--- src/rtl/fam_pkg.sv ---
package fam_pkg;

    localparam int BYTE_W     = 8;
    localparam int WORD_W     = 2 * BYTE_W;
    localparam int N_OFF      = BYTE_W;
    localparam int OFF_W      = $clog2(N_OFF);
    localparam int HIST_BYTES = 5;
    localparam int WIN_W      = HIST_BYTES * BYTE_W;

    localparam logic [BYTE_W-1:0] MARK_START = 8'hF6;
    localparam logic [BYTE_W-1:0] MARK_CLOSE = 8'h28;

    typedef enum logic [1:0] {
        FS_OOF     = 2'd0,
        FS_PRESYNC = 2'd1,
        FS_SYNC    = 2'd2,
        FS_SEF     = 2'd3
    } frame_state_e;

    typedef struct packed {
        logic [WORD_W-1:0] data;
        logic              sof;
    } word_t;

    // Byte number idx (0 = oldest) of the window, taken at bit offset off.
    function automatic logic [BYTE_W-1:0] slice_byte(
        input logic [WIN_W-1:0] win,
        input logic [OFF_W-1:0] off,
        input logic [1:0]       idx
    );
        logic [WIN_W-1:0] sh;
        logic [5:0]       amt;
        amt = {3'b000, off} + {1'b0, idx, 3'b000};
        sh  = win << amt;
        return sh[WIN_W-1 -: BYTE_W];
    endfunction

endpackage

--- src/rtl/fam_aligner.sv ---
module fam_aligner
    import fam_pkg::*;
(
    input  logic              clk,
    input  logic              rst,
    input  logic [BYTE_W-1:0] rx_byte,
    input  logic              long_mode,
    input  logic              hunt_en,
    output logic              found_any,
    output logic              locked_hit,
    output logic [BYTE_W-1:0] aligned_byte
);

    logic [HIST_BYTES-1:0][BYTE_W-1:0] hist;
    logic [WIN_W-1:0]                  win;
    logic [N_OFF-1:0]                  match;
    logic [OFF_W-1:0]                  found_off;
    logic [OFF_W-1:0]                  lock_off;

    always_ff @(posedge clk) begin
        if (rst) begin
            hist <= '0;
        end else begin
            hist <= {hist[HIST_BYTES-2:0], rx_byte};
        end
    end

    assign win = hist;

    for (genvar g = 0; g < N_OFF; g++) begin : g_off
        logic [BYTE_W-1:0] b0, b1, b2, b3;
        assign b0 = slice_byte(win, OFF_W'(g), 2'd0);
        assign b1 = slice_byte(win, OFF_W'(g), 2'd1);
        assign b2 = slice_byte(win, OFF_W'(g), 2'd2);
        assign b3 = slice_byte(win, OFF_W'(g), 2'd3);
        assign match[g] = long_mode
            ? (b0 == MARK_START && b1 == MARK_START && b2 == MARK_CLOSE && b3 == MARK_CLOSE)
            : (b2 == MARK_START && b3 == MARK_CLOSE);
    end

    always_comb begin
        found_off = '0;
        for (int i = N_OFF - 1; i >= 0; i--) begin
            if (match[i]) found_off = OFF_W'(i);
        end
    end

    assign found_any = |match;

    always_ff @(posedge clk) begin
        if (rst) begin
            lock_off <= '0;
        end else if (hunt_en && found_any) begin
            lock_off <= found_off;
        end
    end

    assign locked_hit   = match[lock_off];
    assign aligned_byte = slice_byte(win, lock_off, 2'd3);


    offset_frozen_chk: assert property (@(posedge clk) disable iff (rst)
        !hunt_en |=> $stable(lock_off));

endmodule

--- src/rtl/fam_sync_fsm.sv ---
module fam_sync_fsm
    import fam_pkg::*;
#(
    parameter int FRAME_BYTES = 38880,
    parameter int ERR_FRAMES  = 4,
    parameter int LOF_FRAMES  = 24
) (
    input  logic                           clk,
    input  logic                           rst,
    input  logic                           found_any,
    input  logic                           locked_hit,
    output frame_state_e                   state,
    output logic [$clog2(FRAME_BYTES)-1:0] pos,
    output logic                           lof
);

    localparam int POS_W = $clog2(FRAME_BYTES);
    localparam int ERR_W = $clog2(ERR_FRAMES + 1);
    localparam int LOF_W = $clog2(LOF_FRAMES + 1);

    logic [ERR_W-1:0] errcnt;
    logic [LOF_W-1:0] lofcnt;
    logic             at_end;

    assign at_end = (pos == POS_W'(FRAME_BYTES - 1));

    always_ff @(posedge clk) begin
        if (rst) begin
            state  <= FS_OOF;
            pos    <= '0;
            errcnt <= '0;
        end else begin
            pos <= at_end ? '0 : pos + 1'b1;
            unique case (state)
                FS_OOF: begin
                    if (found_any) begin
                        state  <= FS_PRESYNC;
                        pos    <= '0;
                        errcnt <= '0;
                    end
                end
                FS_PRESYNC: begin
                    if (at_end) state <= locked_hit ? FS_SYNC : FS_OOF;
                end
                FS_SYNC: begin
                    if (at_end) begin
                        if (locked_hit) begin
                            errcnt <= '0;
                        end else if (errcnt == ERR_W'(ERR_FRAMES - 1)) begin
                            state  <= FS_SEF;
                            errcnt <= '0;
                        end else begin
                            errcnt <= errcnt + 1'b1;
                        end
                    end
                end
                FS_SEF: begin
                    if (at_end && locked_hit) begin
                        state  <= FS_SYNC;
                        errcnt <= '0;
                    end
                end
                default: state <= FS_OOF;
            endcase
        end
    end

    always_ff @(posedge clk) begin
        if (rst) begin
            lofcnt <= '0;
        end else if (state == FS_SYNC) begin
            lofcnt <= '0;
        end else if (at_end && lofcnt != LOF_W'(LOF_FRAMES)) begin
            lofcnt <= lofcnt + 1'b1;
        end
    end

    assign lof = (lofcnt == LOF_W'(LOF_FRAMES));


    presync_entry_chk: assert property (@(posedge clk) disable iff (rst)
        (state == FS_PRESYNC && $past(state) != FS_PRESYNC) |-> $past(state) == FS_OOF);


    sync_entry_chk: assert property (@(posedge clk) disable iff (rst)
        (state == FS_SYNC && $past(state) == FS_PRESYNC) |-> $past(at_end && locked_hit));


    presync_drop_chk: assert property (@(posedge clk) disable iff (rst)
        (state == FS_OOF && $past(state) == FS_PRESYNC) |-> $past(at_end && !locked_hit));


    sef_entry_chk: assert property (@(posedge clk) disable iff (rst)
        (state == FS_SEF && $past(state) != FS_SEF) |-> $past(state) == FS_SYNC);


    lof_clear_chk: assert property (@(posedge clk) disable iff (rst)
        state == FS_SYNC |=> !lof);

endmodule

--- src/rtl/fam_packer.sv ---
module fam_packer
    import fam_pkg::*;
(
    input  logic              clk,
    input  logic              rst,
    input  logic [BYTE_W-1:0] aligned_byte,
    input  logic              odd_slot,
    input  logic              first_slot,
    input  logic              active,
    output word_t             word,
    output logic              word_valid
);

    logic [BYTE_W-1:0] hi_byte;
    logic              hi_first;

    always_ff @(posedge clk) begin
        if (rst) begin
            hi_byte    <= '0;
            hi_first   <= 1'b0;
            word       <= '0;
            word_valid <= 1'b0;
        end else if (!odd_slot) begin
            hi_byte    <= aligned_byte;
            hi_first   <= first_slot;
            word_valid <= 1'b0;
            word.sof   <= 1'b0;
        end else begin
            word.data  <= {hi_byte, aligned_byte};
            word.sof   <= hi_first && active;
            word_valid <= active;
        end
    end


    sof_with_valid_chk: assert property (@(posedge clk) disable iff (rst)
        word.sof |-> word_valid);

endmodule

--- src/rtl/frame_align_monitor.sv ---
module frame_align_monitor
    import fam_pkg::*;
#(
    parameter int FRAME_BYTES = 38880,
    parameter int ERR_FRAMES  = 4,
    parameter int LOF_FRAMES  = 24
) (
    input  logic        clk,
    input  logic        rst,
    input  logic [7:0]  rx_byte,
    input  logic        long_mode,
    output logic [15:0] word_out,
    output logic        word_valid,
    output logic        word_sof,
    output logic        in_frame,
    output logic        out_of_frame,
    output logic        sev_err_frame,
    output logic        loss_of_frame,
    output logic [1:0]  frame_state
);

    localparam int POS_W = $clog2(FRAME_BYTES);

    logic              found_any;
    logic              locked_hit;
    logic [BYTE_W-1:0] aligned_byte;
    frame_state_e      state;
    logic [POS_W-1:0]  pos;
    word_t             word;

    fam_aligner u_align (
        .clk          (clk),
        .rst          (rst),
        .rx_byte      (rx_byte),
        .long_mode    (long_mode),
        .hunt_en      (state == FS_OOF),
        .found_any    (found_any),
        .locked_hit   (locked_hit),
        .aligned_byte (aligned_byte)
    );

    fam_sync_fsm #(
        .FRAME_BYTES (FRAME_BYTES),
        .ERR_FRAMES  (ERR_FRAMES),
        .LOF_FRAMES  (LOF_FRAMES)
    ) u_fsm (
        .clk        (clk),
        .rst        (rst),
        .found_any  (found_any),
        .locked_hit (locked_hit),
        .state      (state),
        .pos        (pos),
        .lof        (loss_of_frame)
    );

    fam_packer u_pack (
        .clk          (clk),
        .rst          (rst),
        .aligned_byte (aligned_byte),
        .odd_slot     (pos[0]),
        .first_slot   (pos == '0),
        .active       (state != FS_OOF),
        .word         (word),
        .word_valid   (word_valid)
    );

    assign word_out      = word.data;
    assign word_sof      = word.sof;
    assign frame_state   = state;
    assign out_of_frame  = (state == FS_OOF);
    assign sev_err_frame = (state == FS_SEF);
    assign in_frame      = (state == FS_SYNC) || (state == FS_SEF);


    word_spacing_chk: assert property (@(posedge clk) disable iff (rst)
        word_valid |=> !word_valid);


    sef_in_frame_chk: assert property (@(posedge clk) disable iff (rst)
        sev_err_frame |-> in_frame);

endmodule

--- config.mk ---
export PLATFORM = sky130hd
export DESIGN_NAME = frame_align_monitor
export DESIGN_NICKNAME = d
export VERILOG_FILES = /design/src/rtl/fam_pkg.sv /design/src/rtl/fam_aligner.sv /design/src/rtl/fam_sync_fsm.sv /design/src/rtl/fam_packer.sv /design/src/rtl/frame_align_monitor.sv
export SDC_FILE = /design/constraint.sdc
export NUM_CORES = 1
export LEC_CHECK = 0
export BUFFER_PORTS_ARGS = -buffer_cell sky130_fd_sc_hd__buf_2
export CELL_PAD_IN_SITES_DETAIL_PLACEMENT = 1
export CELL_PAD_IN_SITES_GLOBAL_PLACEMENT = 2
export CORE_AREA = 2 2 120 122
export CTS_BUF_LIST = sky130_fd_sc_hd__clkbuf_4 sky130_fd_sc_hd__clkbuf_8 sky130_fd_sc_hd__clkbuf_16
export CTS_CLUSTER_DIAMETER = 60
export DETAILED_ROUTE_END_ITERATION = 8
export DIE_AREA = 0 0 122 124
export GPL_TIMING_DRIVEN = 0
export PLACE_DENSITY = 0.72
export REMOVE_ABC_BUFFERS = 1
export SETUP_SLACK_MARGIN = 0.4
export SYNTH_ARGS = -nofsm -noshare
export SYNTH_HDL_FRONTEND = slang
export SYNTH_SLANG_ARGS = --single-unit
--- constraint.sdc ---
create_clock -name clk -period 2.6 [get_ports clk]
set_input_delay 0.52 -clock clk [delete_from_list [all_inputs] [get_ports clk]]
set_output_delay 0.52 -clock clk [all_outputs]
set_load 0.02 [all_outputs]
* Yosys cells after proc, flatten, opt, wreduce, memory -nomap -nowiden *
Index checks and enable logic that the tools add are counted.

cells by class
  $lt $le $gt $ge = 1
  $add $sub $neg = 4
  shift-type cells = 1
  $mul = 0
  muxes and demuxes = 35
  div/mod/pow operators = 0
  reductions and logical operators = 46
  equality and inequality tests = 53
  bitwise operators = 1

operators with widths
  kind                   number
  $eq 8x8->1 const B     24
  $eq 8x6->1 const B     16
  $mux 16                3
  $shl 40x6->40          1
  $mux 3                 13
  $logic_and 1x1->1      36
  $add 16x1->16 const B  1
  $eq 16x16->1 const B   1
  $logic_not 16->1       1
  $mux 2                 7
  $mux 1                 9
  $pmux 3 s3             1
  $ne 2x1->1 const B     4
  $pmux 2 s4             1
  $reduce_or 8->1        1
  $add 3x5->6 const B    1
  $reduce_and 6->1       1
  $add 5x1->5 const B    1
  $eq 5x5->1 const B     1
  $ne 5x5->1 const B     1
  $eq 2x2->1 const B     2
  $lt 3x4->1 const B     1
  $ne 2x2->1 const B     2
  $reduce_and 4->1       1
  other kinds (10)       11

storage, ports and cells
  output and inout bits = 24
  register bits = 96
  memory bits (read-only) = 0
  RAM bits = 0
  memories kept = 0
  latch bits = 0

* Longest topological paths before layout *
  word-level depth = 13
  gate-level depth with buffers = 11

* By module *
Synthesis repeated with hierarchy kept, for this count alone.

second synthesis, totals
  cells, all modules = 568
  area total of the unflattened synthesis = 5,168.7 µm²

by module, submodules not included
  module               seq. area each (µm²)  cells each  times used  area an instance (µm²)
  fam_aligner          860.8                 319         1           2,717.6
  fam_sync_fsm         520.5                 145         1           1,301.2
  fam_packer           540.5                 95          1           1,096.1
  frame_align_monitor  0.0                   9           1           53.8

* Worst setup path after synthesis *
No wires, ideal clock.

  path kind = input to register
  start point = in long_mode
  end point = reg u_fsm.errcnt[2]
  slack = 0.028 ns
  stages on the path = 8
  setup time = 0.116 ns
  data required time = 2.484 ns
  data arrival time = 2.456 ns
  path through = nand2b_1 -> or3b_1 -> or4_1 -> a21oi_2 -> a211oi_1 -> a2111oi_4 -> a21oi_1 -> o211a_1

on the way
  longest elaborated chain between the ends = 6

ends and longest elaborated chain
  item                                                   line                                    text
  start: declaration                                     frame_align_monitor.sv:11               input logic long_mode,
  $mux 1                                                 fam_aligner.sv:37                       ? (b0 == MARK_START && b1 == MARK_START && b2 == MARK_CLOSE && b3 == MARK_CLOSE)
  $bmux 1 s3                                             fam_aligner.sv:58                       assign locked_hit = match[lock_off];
  $mux 1 (implied by the code)                           fam_aligner.sv:58
  $mux 3 / $logic_and 1x1->1 (equally long branches)     fam_sync_fsm.sv:47, fam_sync_fsm.sv:58
  $mux 3 / $ne 2x1->1 (equally long branches)            --
  $pmux 3 s3 / $reduce_and 4->1 (equally long branches)  --
  end signal: assignment                                 fam_sync_fsm.sv:53                      errcnt <= errcnt + 1'b1;
  end: declaration                                       fam_sync_fsm.sv:21                      logic [ERR_W-1:0] errcnt;

Parallel ways exist; a longest one is shown, timed or not. The select of a mux whose other input is x is not followed.
A chain may end at the register's enable or synchronous reset.

* Final worst setup path *
  start point = reg u_align.hist, in the netlist u_align.g_off[0].b1[4]
  end point = reg u_fsm.pos[7]

on the way
  longest elaborated chain between the ends = 8

ends and longest elaborated chain
  item                             line                text
  start: declaration               fam_aligner.sv:14   logic [HIST_BYTES-1:0][BYTE_W-1:0] hist;
  start signal: assignment         fam_aligner.sv:24   hist <= {hist[HIST_BYTES-2:0], rx_byte};
  $eq 8x8->1                       fam_aligner.sv:37
  $logic_and 1x1->1 (3 in series)  fam_aligner.sv:37
  $mux 1                           fam_aligner.sv:37
  $reduce_or 8->1 *                fam_aligner.sv:48   assign found_any = |match;
  $mux 16 *                        fam_sync_fsm.sv:36  if (found_any) begin
  $mux 16 *                        fam_sync_fsm.sv:34  unique case (state)
  end signal: assignment           fam_sync_fsm.sv:33  pos <= at_end ? '0 : pos + 1'b1;
  end: declaration                 fam_sync_fsm.sv:13  output logic [$clog2(FRAME_BYTES)-1:0] pos,

Mark *: on every way between the ends. The rest lies on a longest branch, timed or not.

==> summary.md <==
| Metric | Value |
|---|---|
| FMAX | `393 MHz` |
| Crit path max fanout | `7` |
| Kind of critical path | `reg2reg` |
| Yosys top cell area share | `41.9%` |
| Final Hold Slack | `384 ps` |
| Post-DP HPWL | `~8000 um` |
| Power Density | `538 nW/um^2` |
| Drt drc | `0` |
| Share of cells above drive strength 1 | `a little under 30%` |
| Post-Syn Area | `between 4000 and 5000 sq um` |
| Period utilization | `97.9%` |
| Slew @ Worst Pin | `845 ps` |
| CTS tree | `yes` |
| # hold bufs at CTS | `0` |
| Synthesis-to-layout area growth | `26.1%` |
| Post-synthesis cell type count | `59` |
| Clk buf depth | `2` |
| CTS Buf Count | `9` |
| N_diodes | `0` |
| XOR/XNOR Fraction of Synth Area | `3.44%` |
| Yosys top cell by area | `dfxtp_1` |
| Synth Register Bits | `96` |
| Nets | `563` |
| Total Wirelength | `12700 um` |
| CP Data Arrival Time | `2790 ps` |
| Grt total ovfl | `0` |
| Peak supply drop | `0.000260 V` |
| Critical Path Source Type | `flip-flop` |
| Core ar. | `13700 sq um` |
| Compound-Gate Fraction of Synth Area | `9.31%` |
| Cells after Synth | `505` |
| RSZ-0062 raised after global routing | `true` |
| Worst-skew pair later-pin latency | `350 ps` |
| Status | `finished, final reports clean` |
| Vias in the first global route | `3977` |
| H-tree depth | `3` |
| First-pass GRT wire length | `20600 um` |
| Adder-cell share of the synthesized area | `1.37%` |
| Mean post-synth cell area | `9.08 sq um` |
| Final Max Tran Viols | `0` |
| Clk root buf | `clkbuf_16` |
| Most area-consuming cells after synthesis | `dfxtp_1, nor2b_1, nor2_1, mux2i_1, xor2_1` |
| GRT Resource Usage Total | `around 18%` |
| Net Sw Frac | `23.2%` |
| EDFF count, synth | `0` |
| Chip height | `124 um` |
| Worst min-delay path class | `in2reg` |
| Vias/cell | `5.34` |
| Post-synthesis mux area share | `8.00%` |
| Final instance area | `between 5000 and 6000 sq um` |
| Crit path time final | `~2500 ps` |
| Most common flop cell mapped by yosys | `dfxtp_1` |
| Seq/Total Area, Yosys | `41.9%` |
| Clock slew at reported path FFs | `roughly 60 ps` |
| Buffers on Ports | `34` |
| Static leakage | `2.01 nW` |
| Die ar. | `15100 sq um` |
| Combinational share of power | `6.5%` |
| WL per Instance | `approximately 17 um` |
| CP endpoint kind | `flip-flop` |
| Slew headroom | `43.7%` |
| Post-DP Area | `between 4000 and 5000 sq um` |
| Simple-gate share of the synthesized area | `31.9%` |
| Setup TNS | `0 ps` |
| Main combinational cell family by area after synthesis | `simple AND/OR/NAND/NOR gates` |
| Clock Power Share | `43.1%` |
| Ports | `35` |
| Initial core utilization | `about 33%` |
| Setup violators final | `0` |
| Endpoints failing hold | `0` |
| Synth warn | `0` |
| # rows | `43` |
| Sw Pwr | `0.000721 W` |
| Vias | `3912` |
| Ys async rst share | `0%` |
| Clk sinks | `96` |
| Post-DRT Antenna Nets | `0` |
| CP required | `2840 ps` |
| Max-capacitance violation count | `0` |
| Die Span X | `approximately 120 um` |
| Initial DRC Count | `150` |
| Initial antenna violation count | `0` |
| Pin count of the biggest net entering global routing | `79` |
| Internal | `0.00238 W` |
| Share of power burned in registers | `50.4%` |
| Layout Skew | `9.18 ps` |
| RD Place Congestion | `0.882` |
| Router iterations before antenna repair | `4` |
[layout make-up]
cell class              count  area (sq um)
fillers                  1584          7940
multi-input cells         366          2790
flip-flops and latches     96          1980
repair buffers             64           443
clock buffers              13           255
well taps                 180           225
clock inverters             3          42.5
inverters                  10          37.5
[power groups by stage]
stage | Combinational, W | Clock [W] | Sequential [W]
global placement | 0.000161 | 0 | 0.00161
global route | 0.000224 | 0.00144 | 0.00157
floorplan | 0.0000934 | 0 | 0.00160
finish | 0.000200 | 0.00134 | 0.00157
detailed placement | 0.000163 | 0 | 0.00161
CTS | 0.000194 | 0.00138 | 0.00157
[synth_stat cells, drive strengths merged, types with 6 or more instances]
library cell	count
nand4	18
nand3	11
dfxtp	96
a21oi	21
a211oi	11
nor3	15
inv	10
buf	13
nor4	16
mux2i	22
nor2	76
nand2b	6
clkbuf	20
xor2	13
nand2	21
nor2b	45
nand4b	9
[layout by cell type, fill, tap and decap left out, types with 13 or more instances in the layout]
master,netlist,layout
nor2_1,74,61
nor2b_1,45,44
a21oi_1,20,18
dfxtp_1,96,71
xor2_1,13,13
dfxtp_2,0,13
nand2_1,21,21
buf_2,7,34
buf_4,0,23
nand4_1,18,18
mux2i_1,22,22
[through the flow]
| step | worst slack [ps] | utilization, % | instances | power, W |
|---|---|---|---|---|
| 2_1_floorplan | -128 | - | 472 | 0.00169 |
| 5_1_grt | -80.4 | 42.1 | 732 | 0.00323 |
| 3_3_place_gp | -712 | 35.2 | 686 | 0.00177 |
| 4_1_cts | 93.4 | 40.8 | 724 | 0.00314 |
| 6_report | 54.9 | 42.1 | 732 | 0.00311 |
| 3_5_place_dp | -625 | 35.2 | 686 | 0.00177 |
[registers in the layout (all words and copies together) (netlist names)]
name               cells
u_fsm.state            2
u_align.g_off.b1       8
u_fsm.errcnt           3
u_fsm.lofcnt           5
u_align.lock_off       3
u_align.g_off.b3      15
u_align.g_off.b0       8
u_align.g_off.b2       8
u_fsm.pos             16
u_pack.hi_byte         8
u_pack.hi_first        1
u_align.hist           1
u_pack.word           17
u_pack.word_valid      1
[cell families after synthesis]
logic type               after synthesis
XOR/XNOR                              18
AND/OR/NAND/NOR                      256
AO/OA/AOI/OAI                         57
buffers and inverters                 43
adder cells (fa/ha/maj)                5
flip-flops                            96
multiplexers                          30
[worst paths after layout]
path,startpoint,end,slack [ps],depth (start not counted)
min reg2reg,u_align.hist[0],u_align.g_off[0].b3[0],440,1
max reg2reg,u_align.g_off[0].b1[4],u_fsm.pos[7],50,11
max,u_align.g_off[0].b1[4],u_fsm.pos[7],50,11
min,rx_byte[1],u_align.g_off[7].b3[0],380,2
[routing by layer]
metal | wire, um | GRT usage [%] | share of wire [%] | vias up
met4 | 195 | 6.68 | 1.5 | 0
met2 | 6320 | 29.5 | 50 | 58
li1 | - | - | - | 1891
met5 | 0 | 0 | 0 | -
met3 | 386 | 3.21 | 3.0 | 14
met1 | 5830 | 22.3 | 46 | 1949
[what timing repair did]
item / CTS / global route
cloned: 1 / 0
endpoints found under the setup margin: 31 / 27
buffers inserted: 21 / 8
pin swaps: 19 / 18
resized for setup: 65 / 34
[worst max-delay path, cell delays in order, from the launching register on]
cell and delay [ps]:
dfxtp_1 470, nand4b_1 130, nor2_1 180, nand4_1 220, a2111oi_4 490, buf_4 200, nor4_4 50, a21boi_4 220
or3_4 210, buf_6 110, buf_12 110, nor2_1 50
Power figures use the tool's default switching activity.
